==> config.mk <==
export PLATFORM = sky130hd
export DESIGN_NAME = bscan_chain
export DESIGN_NICKNAME = d
export VERILOG_FILES = /design/src/rtl/bscan_pkg.sv /design/src/rtl/bscan_ctrl.sv /design/src/rtl/bscan_cell.sv /design/src/rtl/bscan_dp.sv /design/src/rtl/bscan_chain.sv
export SDC_FILE = /design/constraint.sdc
export NUM_CORES = 1
export LEC_CHECK = 0
export BUFFER_PORTS_ARGS = -buffer_cell sky130_fd_sc_hd__buf_2
export CAP_MARGIN = 20
export CORE_MARGIN = 2
export CORE_UTILIZATION = 49
export DETAILED_ROUTE_END_ITERATION = 7
export PLACE_DENSITY_LB_ADDON = 0.15
export SYNTH_ARGS = -nofsm -noshare
export SYNTH_HDL_FRONTEND = slang
export SYNTH_SLANG_ARGS = --single-unit
==> constraint.sdc <==
create_clock -name clk -period 1.24 [get_ports clk]
set_clock_uncertainty 0.2 [all_clocks]
set_input_delay 0.062 -clock clk [delete_from_list [all_inputs] [get_ports clk]]
set_output_delay 0.062 -clock clk [all_outputs]
set_load 0.1 [all_outputs]
==> src/rtl/bscan_pkg.sv <==
package bscan_pkg;

  typedef struct packed {
    logic loadFunc;    // sample stage loads the core input
    logic loadSerial;  // sample stage loads the neighbour's sample
    logic copyHold;    // hold stage loads the sample stage
    logic driveHold;   // pad takes the hold stage
  } bsStrobes_t;

endpackage

==> src/rtl/bscan_ctrl.sv <==
module bscan_ctrl
  import bscan_pkg::*;
(
  input  logic       shiftSel,
  input  logic       drClockEn,
  input  logic       updateEn,
  input  logic       testMode,
  output bsStrobes_t strobes
);

  always_comb begin
    strobes.loadFunc   = drClockEn & ~shiftSel;
    strobes.loadSerial = drClockEn & shiftSel;
    strobes.copyHold   = updateEn;
    strobes.driveHold  = testMode;
  end

endmodule

==> src/rtl/bscan_cell.sv <==
module bscan_cell
  import bscan_pkg::*;
(
  input  logic       clk,
  input  logic       rst,
  input  bsStrobes_t strobes,
  input  logic       funcIn,
  input  logic       serIn,
  output logic       sampleQ,
  output logic       holdQ,
  output logic       cellOut
);

  always_ff @(posedge clk) begin
    if (rst) begin
      sampleQ <= 1'b0;
    end else if (strobes.loadSerial) begin
      sampleQ <= serIn;
    end else if (strobes.loadFunc) begin
      sampleQ <= funcIn;
    end
  end

  always_ff @(posedge clk) begin
    if (rst) begin
      holdQ <= 1'b0;
    end else if (strobes.copyHold) begin
      holdQ <= sampleQ;
    end
  end

  assign cellOut = strobes.driveHold ? holdQ : funcIn;

endmodule

==> src/rtl/bscan_dp.sv <==
module bscan_dp
  import bscan_pkg::*;
#(
  parameter int CELLS = 8
) (
  input  logic             clk,
  input  logic             rst,
  input  bsStrobes_t       strobes,
  input  logic [CELLS-1:0] coreIn,
  input  logic             scanIn,
  output logic [CELLS-1:0] padOut,
  output logic [CELLS-1:0] stageA,
  output logic [CELLS-1:0] stageB,
  output logic             scanOut
);

  localparam int LAST = CELLS - 1;

  logic [CELLS-1:0] serialFeed;

  assign serialFeed = {stageA[CELLS-2:0], scanIn};

  for (genvar i = 0; i < CELLS; i++) begin : g_cell
    bscan_cell u_cell (
      .clk     (clk),
      .rst     (rst),
      .strobes (strobes),
      .funcIn  (coreIn[i]),
      .serIn   (serialFeed[i]),
      .sampleQ (stageA[i]),
      .holdQ   (stageB[i]),
      .cellOut (padOut[i])
    );
  end

  assign scanOut = stageA[LAST];

endmodule

==> src/rtl/bscan_chain.sv <==
module bscan_chain
  import bscan_pkg::*;
#(
  parameter int CELLS = 8
) (
  input  logic             clk,
  input  logic             rst,
  input  logic [CELLS-1:0] coreIn,
  output logic [CELLS-1:0] padOut,
  input  logic             scanIn,
  output logic             scanOut,
  input  logic             shiftSel,
  input  logic             drClockEn,
  input  logic             updateEn,
  input  logic             testMode
);

  bsStrobes_t       strobes;
  logic [CELLS-1:0] stageA;
  logic [CELLS-1:0] stageB;

  bscan_ctrl u_ctrl (
    .shiftSel  (shiftSel),
    .drClockEn (drClockEn),
    .updateEn  (updateEn),
    .testMode  (testMode),
    .strobes   (strobes)
  );

  bscan_dp #(.CELLS(CELLS)) u_dp (
    .clk     (clk),
    .rst     (rst),
    .strobes (strobes),
    .coreIn  (coreIn),
    .scanIn  (scanIn),
    .padOut  (padOut),
    .stageA  (stageA),
    .stageB  (stageB),
    .scanOut (scanOut)
  );

endmodule

# After elaboration in Yosys (flattened, before gate mapping)
# Index checks and enable logic that the tools add are counted.
# word_totals
reg_bits	16
latchBits	0
ramBits	0
romBits	0
inputBits	15
n_memories	0
# classes
addsub	0
n_mul	0
div	0
magnitude_cmp	0
n_eq_ne	0
n_shift	0
mux	24
bitwise	3
n_reduce_logical	1
# ops
op	n
two-way mux 1 bit	24
AND 1 bit	2
nonzero test 2 bit	1
NOT 1 bit	1

# Logic depth before layout (Yosys ltp)
# logic_depth
ltp_word	4
ltp_mapped	4

# Cells and area by module
# From an unflattened synthesis, not the netlist that was laid out.
# hier_totals
hier_cells	77
area_unflattened_um2	819.5
# by_module_without_submodules
mod	instances	cells_each	area_each_um2	seq_area_each_um2
bscan_cell	8	9	97.6	40.0
bscan_ctrl	1	4	31.3	0.0
bscan_dp	1	1	7.5	0.0

# Least setup slack after synthesis
# Ideal clock, no wire load.
# synth_timing
path_kind	register to register
start	register, netlist name u_dp.g_cell[7].u_cell.sampleQ
end	register u_dp.g_cell[7].u_cell.sampleQ
setup_ps	86
arrival_time_ps	1254
required_ps	954
path_slack_ps	-300
path_stages_with_launch	3
path_buffers	0
synth_period_minus_slack_ps	1540
cell_sequence	dfxtp_1 nor2_1 a211oi_1
# synth_rtl
element	line	rtl
end signal, assigned	bscan_cell.sv:18	sampleQ <= serIn;
end signal, assigned	bscan_cell.sv:20	sampleQ <= funcIn;
end, declared	bscan_cell.sv:9	output logic sampleQ,

# Worst setup path after layout
# layout_timing
start	register u_dp.g_cell[2].u_cell.holdQ
end	output port padOut[2]
# layout_via
elab_chain_len	1
# layout_lines
element	line	rtl
start, declared	bscan_cell.sv:10	output logic holdQ,
start signal, assigned	bscan_cell.sv:28	holdQ <= sampleQ;
two-way mux 1 bit	bscan_cell.sv:32	assign cellOut = strobes.driveHold ? holdQ : funcIn;
end, declared	bscan_chain.sv:9	output logic [CELLS-1:0] padOut,
# Every way passes these cells.

==> results.md <==
Yosys:
- The number of nets in the synthesized netlist is 94.
- Counting flops and latches in the post-synthesis netlist gives 16.
- After synthesis, the cell types taking the most area are sky130_fd_sc_hd__dfxtp_1 (40%), sky130_fd_sc_hd__mux2i_1 (20%), sky130_fd_sc_hd__mux2_2 (11%), sky130_fd_sc_hd__buf_4 (8.4%), sky130_fd_sc_hd__a211oi_1 (7.5%).
- The number of warnings reported in the yosys synthesis log is 0.
- Of the synthesized area, sequential elements account for 40.0%.
- After technology mapping, the gate count stands at 79.
- The synthesized design spends more area on one cell type than any other, namely sky130_fd_sc_hd__dfxtp_1.
- In this run the biggest area consumer among cell types represents about two fifths of the synthesized area.
- The cell area after synthesis is about 800 um2.
- Yosys mapped the design onto 8 distinct sky130hd cell types.
- In this run the mean area of a mapped cell was 10.1 um2.

Setup path:
- Among cell families on the critical path, the largest total delay comes from flip-flops.
- The data arrival time of the critical path is between 1 and 1.5 ns.
- The type of the worst setup path is flip-flop to primary output.
- The start point of the critical path is u_dp.g_cell[2].u_cell.holdQ.
- The cell count of the worst reg-to-reg path is 2.
- Along the worst path, the maximum fanout reaches 2.
- The reg-to-reg critical path startpoint is u_dp.g_cell[1].u_cell.sampleQ.
- The category of the worst setup path capture point is a primary output.
- The slowest stage of the critical path is the sky130_fd_sc_hd__dfxtp_2 cell.
- The largest stage delay on the critical path is 0.34 ns.
- Walking the worst path, the cells encountered are mux2_4, buf_12.
- The number of cells on the critical path is 2.
- The worst endpoint required time is slightly below 1 ns.
- The worst setup path is launched from a flip-flop.
- Together, buffers and inverters on the worst path number 1.

Clocking:
- The clock drives 16 sinks.
- The post-CTS clock slew at the launch and capture registers of the worst setup and hold paths is roughly 0.1 ns.
- The number of clock buffers added by TritonCTS is 3.
- The maximum level of the CTS H-tree is 1.
- Post-CTS timing repair inserted 0 buffers for setup.
- The clock tree from TritonCTS is done.
- The maximum buffer depth of the clock tree is 2.
- The clock reaches the later pin of the worst-skew pair after 0.28 ns.
- The clock tree root driver cell is sky130_fd_sc_hd__clkbuf_4.

Floorplan:
- After floorplanning, the core was divided into 14 placement rows.
- In this run the standard cell core region covers 0.00152 mm2.
- Once the floorplan was initialized, standard cells occupied 52.5% of the core.
- Pin placement for this block handled 24 I/O pins.
- The die is 44.4 um wide.
- The floorplan step defined a die boundary enclosing 0.00197 mm2.
- Measured along the y axis, the die boundary spans around 44 um.

Timing:
- Of the available clock period, the critical path in the final layout requires 107%.
- The worst-case hold slack is about 0.014 ns.
- In the post-route analysis, the smallest setup slack over all paths is -0.0826 ns.
- Static timing analysis puts the maximum clock frequency at 756 MHz.
- Setup repair after global routing could not meet its margin everywhere.
- The worst path in the final design needs a cycle of ~1.3 ns, including I/O delays and setup.
- The final max-slew violation count was 0.
- The final setup violation count is 8.
- The number of hold violations in the final report is 0.
- The actual transition at the worst max-transition pin is 0.304 ns.
- The worst relative slew slack is 79.8%.

Place:
- At the end of routability-driven placement, the weighted congestion stood at between 0.6 and 0.7.
- The count of buffers added on input and output ports is 23.
- The wire-length estimate of the detail-placed layout is 1020 um.

Outcome:
- The final reports fail on negative setup slack.
- The run finished, with violations left.

Detailed routing:
- The number of vias in the routed layout is ~640.
- In the routed design, unresolved DRC markers number 0.
- The violation count after the first detailed-routing iteration is 7.
- After detailed routing, the average wire length per cell comes to 15.2 um.
- Using the TritonRoute via totals, the vias-per-cell ratio works out to between 5 and 6.
- The remaining antenna violation count is 0.
- Before antenna repair, the detailed router went through 4 iterations.
- The final layout contains routed wiring with a total length of 1800 um.

Finish:
- 0 antenna diodes ended up in the layout.
- Compared with the post-synthesis result, the final layout area differs by 43.3%.
- The final layout contains 118 nets.
- Leaving out fill and tap cells, the most frequent cells in the layout are sky130_fd_sc_hd__mux2i_1 (16), sky130_fd_sc_hd__nor2_1 (16), sky130_fd_sc_hd__buf_2 (14).
- For this run, the share of the core covered by cells in the final layout is 75.3%.
- The share of layout cells above drive strength 1 is 42.2%.

GRT:
- The met2 routing resource usage after global routing is 36.2%.
- For met3 alone, demand over resource in global routing was roughly 2.4%.
- The total overflow left after global routing is 0.
- The met1 layer usage reported by global route is 24.2%.
- The via count of the first global-routing pass came to 652.
- The number of antenna violations at the first check in global routing is 0.
- The layer carrying the most global-route usage is met2.
- Entering global routing, the biggest net connects 17 pins.
- The first global-routing pass estimated 2870 um of wire.
- Global routing consumed, over all layers together, 20.6% of the routing resources.

Power and ir drop:
- In this run the power density over the cells is approximately 1200 mW/mm2.
- The analysis attributes to cell leakage a power of 0.000535 uW.
- The peak ir drop on the vdd network is between 0.8 and 0.9 mV.

Min path:
- The worst hold path was traced through 3 stages.
- The class of the tightest hold or removal check is primary input to flip-flop.
- The startpoint identified for the worst hold timing path is updateEn.

Run:
- Max-cap violations in this run came to 0.
[final timing paths]
check	slack (ns)	end
max	-0.08	padOut[2]
min	0.01	u_dp.g_cell[7].u_cell.holdQ
max reg2reg	0.20	u_dp.g_cell[2].u_cell.sampleQ
min reg2reg	0.29	u_dp.g_cell[7].u_cell.holdQ
[Yosys cell counts]
cell / number
sky130_fd_sc_hd__mux2_2: 8
sky130_fd_sc_hd__buf_4: 9
sky130_fd_sc_hd__nor2_1: 16
sky130_fd_sc_hd__dfxtp_1: 16
sky130_fd_sc_hd__buf_2: 4
sky130_fd_sc_hd__buf_6: 2
sky130_fd_sc_hd__mux2i_1: 16
sky130_fd_sc_hd__a211oi_1: 8
[area by class of cell]
cell class                      instances  area, um2
Multi-Input combinational cell         48        400
Fill cell                             117        377
Timing Repair Buffer                   34        360
Sequential cell                        16        330
Clock buffer                            4       36.3
Tap cell                               16       20.0
[what timing repair did]
action / 4_1_cts / 5_1_grt
hold buffers: 11 / 0
setup endpoints to repair: 8 / 8
cloned: 0 / 0
gates resized for setup: 40 / 7
endpoints found under the hold margin: 16 / 0
[cell families (layout without fill, tap and decap cells)]
kind of cell           after synthesis  count (layout)  share of synthesized area [%]
AND/OR/NAND/NOR                     16              16                           7.50
buffers and inverters               15              38                           13.7
flip-flops                          16              16                           40.0
AO/OA/AOI/OAI                        8               8                           7.50
multiplexers                        24              24                           31.3
[report_power, final]
group          total, uW  switching (uW)  leakage, uW  internal, uW
combinational        438             252     0.000379           185
sequential           568            22.0     0.000135           546
clock                345             167    0.0000210           178
total               1350             441     0.000535           910
[metal layers]
metal / part of all wire (%) / wire length (um) / vias up
li1: - / - / 308
met1: 45 / 805 / 308
met2: 50 / 897 / 18
met3: 3.5 / 62 / 4
met4: 1.7 / 31 / 0
met5: 0 / 0 / -
[per-stage QoR]
step	TNS, ns	total power (uW)	setup slack (ns)	cells	area, um2
floorplan	0	867	0.0170	79	802
global placement	0	894	0.0577	103	842
detailed placement	0	898	0.0577	103	842
CTS	-0.631	1340	-0.0829	118	1120
global route	-0.824	1410	-0.115	118	1150
finish	-0.548	1350	-0.0826	118	1150
[worst min-delay path: cells and delay by family]
kind / cells / cell delay, ns
buf+inv: 1 / 0.19
mux: 1 / 0.14
simple gates: 1 / 0.07
[flip-flops by register name, summed over array words and instances (netlist names)]
register and cells:
u_dp.g_cell.u_cell.holdQ 8, u_dp.g_cell.u_cell.sampleQ 8
(Power assumes the default switching activity.)
